**src/rtl/ep0dec_pkg.sv**
```systemverilog
package ep0dec_pkg;

   typedef enum logic [1:0] {
      HS_ACK   = 2'd0,
      HS_NAK   = 2'd1,
      HS_STALL = 2'd2
   } hs_e;

   typedef enum logic [2:0] {
      RK_IDLE  = 3'd0,
      RK_ADDR  = 3'd1,
      RK_FEAT  = 3'd2,
      RK_CPU   = 3'd3,
      RK_STALL = 3'd4
   } rkind_e;

   localparam logic [7:0] BREQ_CLR_FEAT = 8'h01;
   localparam logic [7:0] BREQ_SET_FEAT = 8'h03;
   localparam logic [7:0] BREQ_SET_ADDR = 8'h05;

endpackage

```
**src/rtl/ep0_req_classify.sv**
```systemverilog
module ep0_req_classify
   import ep0dec_pkg::*;
#(
   parameter int          ADDR_W       = 7,
   parameter int          FEAT_RWAKE   = 1,
   parameter logic [15:0] CPU_STD_MASK = 16'h1FC1
) (
   input  logic [63:0]       setup_bytes,
   output rkind_e            kind,
   output logic              is_rd,
   output logic              feat_on,
   output logic [ADDR_W-1:0] new_addr
);

   localparam int MASK_N = 16;

   logic [7:0]  rtype;
   logic [7:0]  breq;
   logic [15:0] wval;
   logic [15:0] widx;
   logic [15:0] wlen;

   assign rtype = setup_bytes[7:0];
   assign breq  = setup_bytes[15:8];
   assign wval  = setup_bytes[31:16];
   assign widx  = setup_bytes[47:32];
   assign wlen  = setup_bytes[63:48];

   logic [MASK_N-1:0] hitv;
   for (genvar i = 0; i < MASK_N; i++) begin : g_hit
      assign hitv[i] = CPU_STD_MASK[i] && (breq == 8'(i));
   end
   logic cpu_std;
   assign cpu_std = |hitv;

   logic no_tail;
   logic is_feat;
   logic addr_ok;
   logic feat_ok;
   assign no_tail = (widx == 16'h0) && (wlen == 16'h0);
   assign is_feat = (breq == BREQ_SET_FEAT) || (breq == BREQ_CLR_FEAT);
   assign addr_ok = (rtype == 8'h00) && (breq == BREQ_SET_ADDR) &&
                    (wval[15:ADDR_W] == '0) && no_tail;
   assign feat_ok = (rtype == 8'h00) && is_feat &&
                    (wval == 16'(FEAT_RWAKE)) && no_tail;

   always_comb begin
      unique case (rtype[6:5])
         2'b00: begin
            if (addr_ok)                         kind = RK_ADDR;
            else if (feat_ok)                    kind = RK_FEAT;
            else if (is_feat && rtype == 8'h02)  kind = RK_CPU;
            else if (cpu_std)                    kind = RK_CPU;
            else                                 kind = RK_STALL;
         end
         2'b11:   kind = RK_STALL;
         default: kind = RK_CPU;
      endcase
   end

   assign is_rd    = rtype[7];
   assign feat_on  = (breq == BREQ_SET_FEAT);
   assign new_addr = wval[ADDR_W-1:0];

endmodule

```
**src/rtl/ep0_stage_ctl.sv**
```systemverilog
module ep0_stage_ctl
   import ep0dec_pkg::*;
(
   input  logic   clk,
   input  logic   rst_n,
   input  logic   setup_tok,
   input  logic   tok_err,
   input  logic   setup_pkt,
   input  logic   pkt_err,
   input  logic   stage_tok,
   input  logic   stage_in,
   input  logic   txn_done,
   input  logic   sw_stall,
   input  logic   sw_fifo_en,
   input  rkind_e cls_kind,
   input  logic   cls_rd,
   output logic   hs_vld,
   output hs_e    hs_code,
   output logic   cpu_req,
   output logic   req_rd,
   output logic   acc_stb,
   output logic   commit_stb
);

   logic   armed;
   logic   in_stat;
   rkind_e kind;
   hs_e    stage_hs;

   assign acc_stb    = setup_pkt && armed && !pkt_err;
   assign commit_stb = txn_done && in_stat && (kind == RK_ADDR);

   always_comb begin
      unique case (kind)
         RK_ADDR, RK_FEAT: stage_hs = HS_ACK;
         RK_CPU:           stage_hs = sw_stall   ? HS_STALL :
                                      sw_fifo_en ? HS_ACK : HS_NAK;
         default:          stage_hs = HS_STALL;
      endcase
   end

   always_ff @(posedge clk) begin
      if (!rst_n) begin
         armed   <= 1'b0;
         in_stat <= 1'b0;
         kind    <= RK_IDLE;
         req_rd  <= 1'b0;
         hs_vld  <= 1'b0;
         hs_code <= HS_ACK;
         cpu_req <= 1'b0;
      end else begin
         hs_vld  <= 1'b0;
         cpu_req <= 1'b0;
         if (setup_tok) armed <= !tok_err;
         if (setup_pkt) begin
            armed <= 1'b0;
            if (acc_stb) begin
               kind    <= cls_kind;
               req_rd  <= cls_rd;
               in_stat <= 1'b0;
               hs_vld  <= 1'b1;
               hs_code <= HS_ACK;
               cpu_req <= (cls_kind == RK_CPU);
            end
         end
         if (stage_tok) begin
            hs_vld  <= 1'b1;
            hs_code <= stage_hs;
            if (kind != RK_IDLE && stage_in != req_rd) in_stat <= 1'b1;
         end
         if (txn_done && in_stat) begin
            kind    <= RK_IDLE;
            in_stat <= 1'b0;
         end
      end
   end

endmodule

```
**src/rtl/ep0_dev_regs.sv**
```systemverilog
module ep0_dev_regs
   import ep0dec_pkg::*;
#(
   parameter int ADDR_W = 7
) (
   input  logic              clk,
   input  logic              rst_n,
   input  logic              acc_stb,
   input  rkind_e            cls_kind,
   input  logic [ADDR_W-1:0] new_addr,
   input  logic              feat_on,
   input  logic              commit_stb,
   output logic [ADDR_W-1:0] dev_addr,
   output logic              addressed,
   output logic              rwake_en
);

   logic [ADDR_W-1:0] shadow;

   always_ff @(posedge clk) begin
      if (!rst_n) begin
         shadow    <= '0;
         dev_addr  <= '0;
         addressed <= 1'b0;
         rwake_en  <= 1'b0;
      end else begin
         if (acc_stb && cls_kind == RK_ADDR) shadow   <= new_addr;
         if (acc_stb && cls_kind == RK_FEAT) rwake_en <= feat_on;
         if (commit_stb) begin
            dev_addr <= shadow;
            if (shadow != '0) addressed <= 1'b1;
         end
      end
   end

endmodule

```
**src/rtl/ep0_std_autodec.sv**
```systemverilog
module ep0_std_autodec
   import ep0dec_pkg::*;
#(
   parameter int          ADDR_W       = 7,
   parameter int          FEAT_RWAKE   = 1,
   parameter logic [15:0] CPU_STD_MASK = 16'h1FC1
) (
   input  logic              clk,
   input  logic              rst_n,
   input  logic              setup_tok,
   input  logic              tok_err,
   input  logic              setup_pkt,
   input  logic              pkt_err,
   input  logic [63:0]       setup_bytes,
   input  logic              stage_tok,
   input  logic              stage_in,
   input  logic              txn_done,
   input  logic              sw_stall,
   input  logic              sw_fifo_en,
   output logic              hs_vld,
   output logic [1:0]        hs_code,
   output logic              cpu_req,
   output logic              req_rd,
   output logic [ADDR_W-1:0] dev_addr,
   output logic              addressed,
   output logic              rwake_en
);

   initial begin
      assert (ADDR_W >= 1 && ADDR_W <= 7)
         else $fatal(1, "ADDR_W must be 1..7");
      assert (FEAT_RWAKE >= 0 && FEAT_RWAKE < 65536)
         else $fatal(1, "FEAT_RWAKE must fit 16 bits");
      assert (!CPU_STD_MASK[1] && !CPU_STD_MASK[3] && !CPU_STD_MASK[5])
         else $fatal(1, "CPU_STD_MASK overlaps autodecoded codes");
   end

   rkind_e            cls_kind;
   logic              cls_rd;
   logic              feat_on;
   logic [ADDR_W-1:0] new_addr;
   logic              acc_stb;
   logic              commit_stb;
   hs_e               hs_q;

   ep0_req_classify #(
      .ADDR_W      (ADDR_W),
      .FEAT_RWAKE  (FEAT_RWAKE),
      .CPU_STD_MASK(CPU_STD_MASK)
   ) u_cls (
      .setup_bytes(setup_bytes),
      .kind       (cls_kind),
      .is_rd      (cls_rd),
      .feat_on    (feat_on),
      .new_addr   (new_addr)
   );

   ep0_stage_ctl u_ctl (
      .clk       (clk),
      .rst_n     (rst_n),
      .setup_tok (setup_tok),
      .tok_err   (tok_err),
      .setup_pkt (setup_pkt),
      .pkt_err   (pkt_err),
      .stage_tok (stage_tok),
      .stage_in  (stage_in),
      .txn_done  (txn_done),
      .sw_stall  (sw_stall),
      .sw_fifo_en(sw_fifo_en),
      .cls_kind  (cls_kind),
      .cls_rd    (cls_rd),
      .hs_vld    (hs_vld),
      .hs_code   (hs_q),
      .cpu_req   (cpu_req),
      .req_rd    (req_rd),
      .acc_stb   (acc_stb),
      .commit_stb(commit_stb)
   );

   assign hs_code = hs_q;

   ep0_dev_regs #(.ADDR_W(ADDR_W)) u_regs (
      .clk       (clk),
      .rst_n     (rst_n),
      .acc_stb   (acc_stb),
      .cls_kind  (cls_kind),
      .new_addr  (new_addr),
      .feat_on   (feat_on),
      .commit_stb(commit_stb),
      .dev_addr  (dev_addr),
      .addressed (addressed),
      .rwake_en  (rwake_en)
   );

endmodule

```
**config.mk**
```make
export PLATFORM = sky130hd
export DESIGN_NAME = ep0_std_autodec
export DESIGN_NICKNAME = d
export VERILOG_FILES = /design/src/rtl/ep0dec_pkg.sv /design/src/rtl/ep0_req_classify.sv /design/src/rtl/ep0_stage_ctl.sv /design/src/rtl/ep0_dev_regs.sv /design/src/rtl/ep0_std_autodec.sv
export SDC_FILE = /design/constraint.sdc
export NUM_CORES = 1
export LEC_CHECK = 0
export ABC_AREA = 1
export ABC_CLOCK_PERIOD_IN_PS = 1300
export BUFFER_PORTS_ARGS = -buffer_cell sky130_fd_sc_hd__buf_2
export CAP_MARGIN = 15
export CORE_MARGIN = 4
export CORE_UTILIZATION = 32
export DETAILED_ROUTE_END_ITERATION = 16
export PLACE_DENSITY = 0.71
export SLEW_MARGIN = 30
export SYNTH_ARGS = -nofsm -noshare
export SYNTH_HDL_FRONTEND = slang
export SYNTH_HIERARCHICAL = 1
export SYNTH_SLANG_ARGS = --single-unit
```
**constraint.sdc**
```tcl
create_clock -name clk -period 1.3 [get_ports clk]
set_input_delay 0.065 -clock clk [delete_from_list [all_inputs] [get_ports clk]]
set_output_delay 0.065 -clock clk [all_outputs]
set_load 0.02 [all_outputs]
```
==> impl_metrics.py, run 1 <==
metrics = {
    "placed_design": {
        "pre_cts_ws_ns": -0.265,
        "io_buffers": 88,
        "hpwl_mm": 3.37,
        "place_area_mm2": 0.00211,
        "gp_congestion": 0.790,
    },
    "logic_synthesis": {
        "avgSynthCellArea_um2": 6.39,
        "synth_area_leaders": "dfxtp_1 34%, nor2_1 16%, nand2_1 13%",
        "synth_largest_area_cell": "dfxtp_1",
        "syn-num-nets": 315,
        "netlist_instances": 238,
        "syn_area_mm2": 0.00152,
        "yosysSeqAreaShare_pct": 34.2,
        "yosysWarningCount": 6,
        "synth_top_cell_area_share_pct": 34.2,
        "netlist-cell-type-count": 27,
        "ys_ff_latch": 26,
    },
    "detailed_routing": {
        "ant_nets": 0,
        "drt-vias-per-instance": 4.48,
        "drt_iter0_drc": 64,
        "drc": 0,
        "wl_per_cell_um": 11.1,
        "num_vias": 1791,
        "detail_route.first_pass.iterations": 4,
        "drt_wl_total_mm": 4.44,
    },
    "timing": {
        "fin_skew_ns": 0.00130,
        "worst_slew_pin_slew_ns": 0.263,
        "rsz0062_at_grt": "yes",
        "holdWs_ns": 0.0618,
        "fmax_mhz": 769,
        "maxSlewHeadroom_pct": 82.5,
        "maxSlewViolCount": 0,
        "setup_ws_ns": -0.00000588,
        "period_share_pct": 100,
        "tns_ns": -0.00000588,
        "finalSetupViolCount": 1,
        "hold_viol_final": 0,
        "period_needed_ns": 1.30,
    },
    "finish": {
        "layout.nets": 426,
        "syn_to_final_growth_pct": 62.9,
        "final_core_util_pct": 55.3,
        "layout-drive-gt1-share_pct": 50.9,
        "design_area_mm2": 0.00248,
        "diodes": 0,
    },
    "clocking": {
        "ctsLongestPathBuffers": 2,
        "insertion_delay_ns": 0.26,
        "cts_tree": "built",
        "cts_sinks": 26,
        "htree_levels": 1,
        "cts_buffers": 3,
        "clockRootBuffer": "clkbuf_8",
        "clkTransAtPathRegs_ns": 0.09,
    },
    "power": {
        "power.density_mw_per_mm2": 743,
        "leakage_uw": 0.00117,
        "peakVddDrop_v": 0.000524,
    },
    "die": {
        "row_count": 24,
        "dieWidth_um": 76.9,
        "core_area_mm2": 0.00447,
        "die_area_mm2": 0.00592,
        "initial_utilization_pct": 34.0,
        "die_h_um": 76.9,
        "ioPinCount": 89,
    },
    "worst_setup_path": {
        "crit_required_ns": 1.46,
        "end_kind": "register",
        "critical_path_class": "in2reg",
        "cp-start-kind": "primary input",
        "arrival_ns": 1.46,
        "critPathMaxFanout": 8,
    },
    "run_status": {
        "violations": "negative setup slack",
        "status": "finished with violations",
    },
    "run": {
        "maxCapViolCount": 0,
    },
    "hold_path": {
        "hp-class": "in2reg",
    },
    "global_routing": {
        "grt_pass1_wl_mm": 6.62,
        "first_global_vias": 1604,
        "antenna_found_initial": 0,
        "grt_start_max_net_pins": 16,
        "overflow": 0,
        "grt_usage_pct": 13.2,
    },
}
[final cells by class]
cell class,instances,area (um2)
clock buffers,3,41.3
multi-input cells,186,1010
repair buffers,114,738
well taps,52,65.1
inverters,18,67.6
flip-flops and latches,26,524
clock inverters,1,30.0
fillers,422,2000
[state kept, by name, indices dropped and copies added, names as in the netlist]
register / count
u_regs/shadow: 7
u_ctl/in_stat: 1
u_ctl/cpu_req: 1
u_ctl/armed: 1
u_regs/dev_addr: 7
u_ctl/hs_vld: 1
u_regs/rwake_en: 1
u_ctl/req_rd: 1
u_regs/addressed: 1
u_ctl/hs_code: 2
u_ctl/kind: 3
[worst max-delay path: stages]
cell	delay (ns)
buf_2	0.10
nor2_1	0.11
nand2_1	0.07
nor2_1	0.09
nand2_1	0.09
nor2_4	0.13
nand2_2	0.07
nand2_1	0.08
nor2_2	0.04
nor2_2	0.12
nor2_4	0.08
nor2_8	0.13
nand2_4	0.10
o21ai_2	0.13
a21oi_1	0.04
[Yosys cell counts (all sizes together)]
cell,instances
a21oi,18
buf,9
clkinv,1
dfxtp,26
ha,2
inv,17
nand2,59
nand3,11
nand3b,1
nand4,2
nor2,73
nor3,2
nor3b,1
nor4,1
o211ai,1
o21ai,13
xor2,1
[layout by cell type (no fill, tap or decap), types with 3 or more instances in the layout]
cell       n
nor2_2    17
inv_2      7
buf_4     23
nand2_1   45
a21oi_1   14
nor2_4     9
buf_2     73
buf_6     16
nand3_1   10
clkbuf_8   3
nand2_2   13
inv_1     11
dfxtp_1   23
a21oi_2    4
o21ai_2    3
o21ai_0    8
dfxtp_2    3
nor2_1    47
[worst paths after layout]
path	from	endpoint	slack, ns	depth (start not counted)
worst max-delay path	setup_bytes[61]	u_regs/shadow[6]$_SDFFE_PN0P_	-0.000006	15
worst min-delay path	stage_tok	u_ctl/hs_code[1]$_SDFFE_PN0P_	0.06	3
worst max register to register	u_ctl/armed$_SDFFE_PP0P_	u_ctl/armed$_SDFFE_PP0P_	0.11	3
worst min register to register	u_regs/shadow[6]$_SDFFE_PN0P_	u_regs/shadow[6]$_SDFFE_PN0P_	0.47	2
[logic make-up after synthesis]
| family | share of synthesized area [%] |
|---|---|
| XOR/XNOR | 0.576 |
| flip-flops | 34.2 |
| AND/OR/NAND/NOR | 43.6 |
| buffers and inverters | 8.72 |
| adder cells (fa/ha/maj) | 1.65 |
| AO/OA/AOI/OAI | 11.2 |
[through the flow]
step	power [uW]	std cells
global placement	1120	388
finish	1840	400
floorplan	957	238
global route	1940	400
CTS	1780	394
detailed placement	1120	388
[routing by layer]
metal  GRT usage (%)  wire, um  up-vias  part of all wire, %
met5               0         0        -                    0
met4           0.543        21        0                 0.47
met3            4.33       241        4                  5.4
met2            23.3      2190       44                   49
met1            16.5      1990      771                   45
li1                -         -      972                    -
[timing repair]
action                                  4_1_cts  5_1_grt
hold buffers                                  2        0
gates resized for setup                       0       59
setup buffers                                 0        4
endpoints found under the hold margin         1        0
endpoints found under the setup margin        0       19
[report_power, final]
| part | internal [uW] | switching (uW) |
|---|---|---|
| combinational | 211 | 167 |
| clock | 411 | 243 |
| sequential | 804 | 4.53 |
No activity file was read; power rests on OpenSTA's default activity.
==> run 2, diff against run 1 <==
--- a/config.mk
+++ b/config.mk
@@ -9,6 +9,7 @@
 export ABC_CLOCK_PERIOD_IN_PS = 1300
 export BUFFER_PORTS_ARGS = -buffer_cell sky130_fd_sc_hd__buf_2
 export CAP_MARGIN = 15
+export CORE_ASPECT_RATIO = 0.9
 export CORE_MARGIN = 4
 export CORE_UTILIZATION = 32
 export DETAILED_ROUTE_END_ITERATION = 16
==> run 2 against run 1 <==
  * The flow still finishes with violations (negative setup slack)
  * Combinational power is 3% higher
  * Clock power shrank 23%
  * Sequential power barely moved
  * Register-to-register slack about the same
  * Non-clock buffer count decreased by 4
  * First-iteration DRC count shrank 4.7%
  * Final cell count increased by 1.5%
  * Worst hold slack improved by 0.0030 ns
  * Sequential cell count unchanged
  * Critical endpoint unchanged
  * Critical path type unchanged
  * Critical path depth did not move
  * Largest power group unchanged
  * Wire length increased by 1.9%
  * Utilization down 0.066 points
==> impl_metrics.py, run 2 (synthesized netlist as in run 1, its figures left out) <==
metrics = {
    "worst_setup_path": {
        "crit_chain": "buf_2 -> nor2_1 -> nand2_1 -> nor2_1 -> nand2_1 -> nor2_4 -> nand2_1 -> nand2_2 -> nor2_2 -> nor2_2 -> nor2_4 -> nor2_8 -> nand2_4 -> o21ai_2 -> a21oi_1",
        "crit_required_ns": 1.46,
        "arrival_ns": 1.50,
        "cpMaxStageDelayCell": "nor2_8",
        "end_kind": "register",
        "worst_path_most_repeated_cell": "nand2_1",
        "critPathMaxStageDelay_ns": 0.15,
        "cp-start-kind": "primary input",
        "critPathMaxFanout": 8,
        "critical_path_class": "in2reg",
    },
    "timing": {
        "period_share_pct": 103,
        "fin_skew_ns": 0.00239,
        "maxSlewViolCount": 0,
        "hold_viol_final": 0,
        "worst_slew_pin_slew_ns": 0.253,
        "tns_ns": -0.0384,
        "rsz0062_at_grt": "yes",
        "setup_ws_ns": -0.0384,
        "holdWs_ns": 0.0647,
        "fmax_mhz": 747,
        "maxSlewHeadroom_pct": 83.2,
        "period_needed_ns": 1.34,
        "finalSetupViolCount": 1,
    },
    "finish": {
        "final_core_util_pct": 55.3,
        "reg_top3": "u_regs/dev_addr: 7 flops, u_regs/shadow: 7 flops, u_ctl/kind: 3 flops",
        "final_common_cell": "buf_2",
        "layout.nets": 422,
        "syn_to_final_growth_pct": 64.3,
        "diodes": 0,
        "most-common-layout-cells": "71 x buf_2, 47 x nand2_1, 42 x nor2_1",
        "layout-drive-gt1-share_pct": 51.2,
    },
    "die": {
        "core_area_mm2": 0.00452,
        "ioPinCount": 89,
        "die_h_um": 73.4,
        "initial_utilization_pct": 33.6,
        "dieWidth_um": 80.7,
        "die_area_mm2": 0.00592,
        "row_count": 23,
    },
    "global_routing": {
        "overflow": 0,
        "antenna_found_initial": 0,
        "grt_usage_pct": 14.0,
        "first_global_vias": 1675,
        "grt_pass1_wl_mm": 6.67,
        "grt_start_max_net_pins": 15,
    },
    "placed_design": {
        "hpwl_mm": 3.33,
        "gp_congestion": 0.748,
        "io_buffers": 88,
        "pre_cts_ws_ns": -0.286,
    },
    "power": {
        "power.density_mw_per_mm2": 680,
        "peakVddDrop_v": 0.000631,
        "p_total_uw": 1700,
        "switching_share_pct": 24.3,
        "leakage_uw": 0.00116,
        "power_frac_seq_pct": 47.6,
        "internal-power_uw": 1280,
        "p_sw_uw": 413,
        "power.share.combinational_pct": 22.9,
        "pwr-share-clk_pct": 29.5,
    },
    "clocking": {
        "clkTransAtPathRegs_ns": 0.08,
        "ctsLongestPathBuffers": 2,
        "clockRootBuffer": "clkbuf_8",
        "cts_buffers": 3,
        "htree_levels": 1,
        "insertion_delay_ns": 0.26,
        "cts_sinks": 26,
        "cts_tree": "built",
    },
    "detailed_routing": {
        "drt_iter0_drc": 61,
        "drt-vias-per-instance": 4.37,
        "detail_route.first_pass.iterations": 4,
        "drt_wl_total_mm": 4.53,
        "drc": 0,
        "num_vias": 1773,
        "wl_per_cell_um": 11.2,
        "ant_nets": 0,
    },
    "hold_path": {
        "hp-class": "in2reg",
    },
    "run": {
        "maxCapViolCount": 0,
    },
    "run_status": {
        "violations": "negative setup slack",
        "status": "finished with violations",
    },
}
==> run 2: changes by cell type in the layout (fill, tap and decap cells not counted), moves of 2 or more <==
cell     before  now
nand2_1      45   47
nor2_1       47   42
buf_2        73   71
buf_6        16   18
nand2_2      13   10
buf_4        23   19
nor2_4        9   15
==> run 2: power groups by stage <==
stage / clock network [uW] / registers, uW / logic (uW)
3_3_place_gp: 0 / 827 / 293
2_1_floorplan: 0 / 833 / 125
4_1_cts: 519 / 808 / 302
5_1_grt: 555 / 810 / 426
6_report: 501 / 808 / 388
3_5_place_dp: 0 / 827 / 297
==> run 2: through the flow <==
step                std cells  area [um2]
finish                    406        2500
global route              406        2500
CTS                       403        2190
detailed placement        397        2120
floorplan                 238        1530
global placement          397        2120
==> run 2: per-layer routing <==
| metal | up-vias | global-route usage (%) | share of wire [%] |
|---|---|---|---|
| met2 | 33 | 26.0 | 53 |
| met3 | 2 | 3.43 | 4.2 |
| met4 | 0 | 0.563 | 0.33 |
| li1 | 965 | - | - |
| met5 | - | 0 | 0 |
| met1 | 773 | 17.1 | 43 |
==> run 2: critical path: cells and delay by family <==
kind,cells,cell delay (ns)
buffers and inverters,1,0.10
and+or+nand+nor,12,1.17
AOI/OAI and AO/OA,2,0.18
==> run 2: cell type report <==
class	count	area, um2
Inverter	18	67.6
Sequential cell	26	524
Clock buffer	4	55.1
Tap cell	62	77.6
Fill cell	456	2020
Multi-Input combinational cell	186	1050
Timing Repair Buffer	110	721
==> run 2: final timing paths <==
check                                 from                            end  slack [ns]  cells past startpoint
max reg2reg       u_ctl/armed$_SDFFE_PP0P_       u_ctl/armed$_SDFFE_PP0P_        0.11                      3
max                        setup_bytes[57]  u_regs/shadow[6]$_SDFFE_PN0P_       -0.04                     15
min reg2reg  u_regs/addressed$_SDFFE_PN0P_  u_regs/addressed$_SDFFE_PN0P_        0.46                      2
min                              stage_tok  u_ctl/hs_code[1]$_SDFFE_PN0P_        0.06                      3
==> run 2: repair_timing <==
item                                    CTS  global route
endpoints found under the hold margin     1             0
endpoints found under the setup margin    1            18
resized for setup                         0            71
cloned                                    0             2
pin swaps                                 1            46
hold buffers                              2             0
buffers inserted                          0             1
==> run 3, diff against run 2 <==
--- a/config.mk
+++ b/config.mk
@@ -5,7 +5,6 @@
 export SDC_FILE = /design/constraint.sdc
 export NUM_CORES = 1
 export LEC_CHECK = 0
-export ABC_AREA = 1
 export ABC_CLOCK_PERIOD_IN_PS = 1300
 export BUFFER_PORTS_ARGS = -buffer_cell sky130_fd_sc_hd__buf_2
 export CAP_MARGIN = 15
@@ -13,7 +12,8 @@
 export CORE_MARGIN = 4
 export CORE_UTILIZATION = 32
 export DETAILED_ROUTE_END_ITERATION = 16
-export PLACE_DENSITY = 0.71
+export PLACE_DENSITY = 0.72
+export REMOVE_ABC_BUFFERS = 1
 export SLEW_MARGIN = 30
 export SYNTH_ARGS = -nofsm -noshare
 export SYNTH_HDL_FRONTEND = slang
==> run 3 against run 2 <==
  * The run still ends with negative setup slack left
  * Die area shrank 5.8%
  * First-iteration DRC count shrank 49%
  * Synthesized cell count shrank 32%
  * Setup slack lost 1.0 ns
  * Maximum frequency shrank 43%
  * Final cell count shrank 19%
  * Worst hold slack lost 0.023 ns
  * Clock skew is essentially flat
  * Sequential share of layout area grew 3.1 points
  * Sequential cell count is the same
  * Clock power grew 3%
==> impl_metrics.py, run 3 <==
metrics = {
    "logic_synthesis": {
        "synthMuxAreaShare_pct": 13.4,
        "synth_common_cells": "26 x dfxtp_1, 21 x nand2_1, 19 x mux2i_1, 14 x nor4_1, 11 x nor2_1",
        "synth_top_family_by_area": "simple AND/OR/NAND/NOR gates",
        "ys_ff_latch": 26,
        "yosys.area_share.simple_pct": 30.5,
        "synthAdderAreaFrac_pct": 1.76,
        "netlist-cell-type-count": 40,
        "avgSynthCellArea_um2": 8.78,
        "synth_compound_area_share_pct": 8.88,
        "synth_top_cell_area_share_pct": 36.6,
        "syn_area_mm2": 0.00142,
        "synth_xor_area_share_pct": 0.616,
        "synth_top_flop_cell": "dfxtp_1",
        "yosysSeqAreaShare_pct": 36.6,
        "yosysWarningCount": 6,
        "synth_largest_area_cell": "dfxtp_1",
        "synth_area_leaders": "dfxtp_1 37%, mux2i_1 13%, nor4_1 6.2%",
        "synth.most_common_cell": "dfxtp_1",
        "synth-edff-count": 0,
        "ys_async_sr_fraction_pct": 0,
        "netlist_instances": 162,
    },
    "finish": {
        "design_area_mm2": 0.00217,
        "most-common-layout-cells": "87 x buf_2, 25 x dfxtp_1, 23 x buf_4",
        "nFillCells": 433,
        "diodes": 0,
        "syn_to_final_growth_pct": 52.4,
        "final_core_util_pct": 51.8,
        "layout-drive-gt1-share_pct": 48.0,
        "reg_top3": "u_regs/dev_addr: 7 flops, u_regs/shadow: 7 flops, u_ctl/kind: 3 flops",
        "layout.nets": 347,
        "final_common_cell": "buf_2",
    },
    "worst_setup_path": {
        "critPathMaxFanout": 7,
        "crit_required_ns": 1.50,
        "regToRegSetupSlack_ns": 0.08,
        "worstRegToRegCells": 4,
        "cp-start-kind": "primary input",
        "arrival_ns": 2.57,
        "r2r_end": "u_regs/dev_addr[4]$_SDFFE_PN0P_",
        "end_kind": "register",
        "critical_path_class": "in2reg",
        "reg2reg_from": "u_ctl/kind[2]$_SDFFE_PP0P_",
    },
    "placed_design": {
        "place_area_mm2": 0.00203,
        "io_buffers": 88,
        "gp_congestion": 0.748,
        "hpwl_mm": 3.36,
    },
    "die": {
        "die_h_um": 71.3,
        "ioPinCount": 89,
        "die_area_mm2": 0.00558,
        "core_area_mm2": 0.00418,
        "row_count": 22,
        "initial_utilization_pct": 34.0,
        "dieWidth_um": 78.3,
    },
    "global_routing": {
        "grt_pass1_wl_mm": 6.67,
        "antenna_found_initial": 0,
        "first_global_vias": 1572,
        "grt_usage_pct": 14.4,
        "overflow": 0,
        "grt_start_max_net_pins": 15,
    },
    "run_status": {
        "status": "finished with violations",
        "violations": "negative setup slack",
    },
    "power": {
        "power.density_mw_per_mm2": 746,
        "p_total_uw": 1620,
        "peakVddDrop_v": 0.000586,
        "leakage_uw": 0.000998,
    },
    "clocking": {
        "clockRootBuffer": "clkbuf_8",
        "cts_sinks": 26,
        "clkTransAtPathRegs_ns": 0.09,
        "insertion_delay_ns": 0.27,
        "htree_levels": 1,
        "ctsLongestPathBuffers": 2,
        "cts_tree": "built",
        "cts_buffers": 3,
    },
    "hold_path": {
        "hp-class": "in2reg",
        "hold_depth": 3,
        "min_from": "stage_tok",
        "hold_end": "u_ctl/hs_code[1]$_SDFFE_PN0P_",
    },
    "timing": {
        "period_needed_ns": 2.36,
        "hold_viol_final": 0,
        "holdWs_ns": 0.0419,
        "setup_ws_ns": -1.06,
        "fmax_mhz": 423,
        "maxSlewHeadroom_pct": 78.7,
        "finalSetupViolCount": 12,
        "rsz0062_at_grt": "yes",
        "tns_ns": -11.63,
        "worst_slew_pin_slew_ns": 0.312,
        "fin_skew_ns": 0.00196,
        "maxSlewViolCount": 0,
        "period_share_pct": 182,
    },
    "detailed_routing": {
        "drt-vias-per-instance": 4.63,
        "detail_route.first_pass.iterations": 4,
        "num_vias": 1523,
        "wl_per_cell_um": 12.4,
        "drt_iter0_drc": 31,
        "drc": 0,
        "ant_nets": 0,
        "drt_wl_total_mm": 4.06,
    },
    "run": {
        "maxCapViolCount": 0,
    },
}
[run 3: cells by family (layout without fill, tap and decap cells)]
| logic type | Yosys count | in the layout |
|---|---|---|
| simple gates | 76 | 76 |
| fa+ha+maj | 2 | 2 |
| mux | 19 | 19 |
| xor+xnor | 1 | 1 |
| buf+inv | 20 | 127 |
| flops | 26 | 26 |
| compound gates | 18 | 18 |
[run 3: layout make-up]
| type | instances | area, um2 | share of cell area, % |
|---|---|---|---|
| inverter | 7 | 26.3 | 1.21 |
| clock buffer | 4 | 55.1 | 2.54 |
| sequential | 26 | 522 | 24.1 |
| multi-input combinational | 116 | 810 | 37.3 |
| tap | 60 | 75.1 | 3.46 |
| timing repair buffer | 116 | 681 | 31.4 |
[run 3: report_power, final]
group	switching (uW)	internal [uW]	leakage [uW]
registers	3.92	804	0.000211
clock network	247	271	0.0000288
logic	117	174	0.000758
total	368	1250	0.000998
[run 3: worst max-delay path by stage]
stage | start | end | slack, ns | cells after the start
final | setup_bytes[3] | u_regs/shadow[6]$_SDFFE_PN0P_ | -1.06 | 8
after global routing | setup_bytes[3] | u_regs/shadow[5]$_SDFFE_PN0P_ | -1.16 | 8
after CTS | setup_bytes[3] | u_regs/shadow[6]$_SDFFE_PN0P_ | -1.07 | 8
after detailed placement | setup_bytes[3] | u_regs/shadow[6]$_SDFFE_PN0P_ | -1.50 | 8
after global placement | setup_bytes[3] | u_regs/shadow[2]$_SDFFE_PN0P_ | -1.41 | 8
after floorplan | setup_bytes[3] | u_regs/shadow[0]$_SDFFE_PN0P_ | -1.35 | 6
[run 3: layer usage]
metal	vias up	wire length [um]	global-route usage (%)
met5	-	0	0
met4	0	40	2.72
met3	6	231	4.27
met2	37	2070	25.3
met1	681	1730	17.8
li1	799	-	-
[run 3: timing repair]
| action | in CTS | in global routing |
|---|---|---|
| setup endpoints to repair | 12 | 19 |
| gates cloned | 0 | 0 |
| buffers inserted | 3 | 0 |
| hold endpoints to repair | 1 | 0 |
| pin swaps | 5 | 2 |
| hold buffers | 3 | 0 |
| resized for setup | 4 | 4 |
[run 3: per-stage QoR]
step | instances | worst slack, ns
after CTS | 329 | -1.07
after floorplan | 149 | -1.35
after global routing | 329 | -1.16
after global placement | 319 | -1.41
final | 329 | -1.06
after detailed placement | 319 | -1.50
[run 3: critical path, cell delays in order]
cell and delay (ns):
buf_6 0.09, or4_4 0.53, or4_1 0.40, or4_4 0.50
o311a_1 0.33, and4bb_1 0.34, buf_12 0.14, mux2i_1 0.17
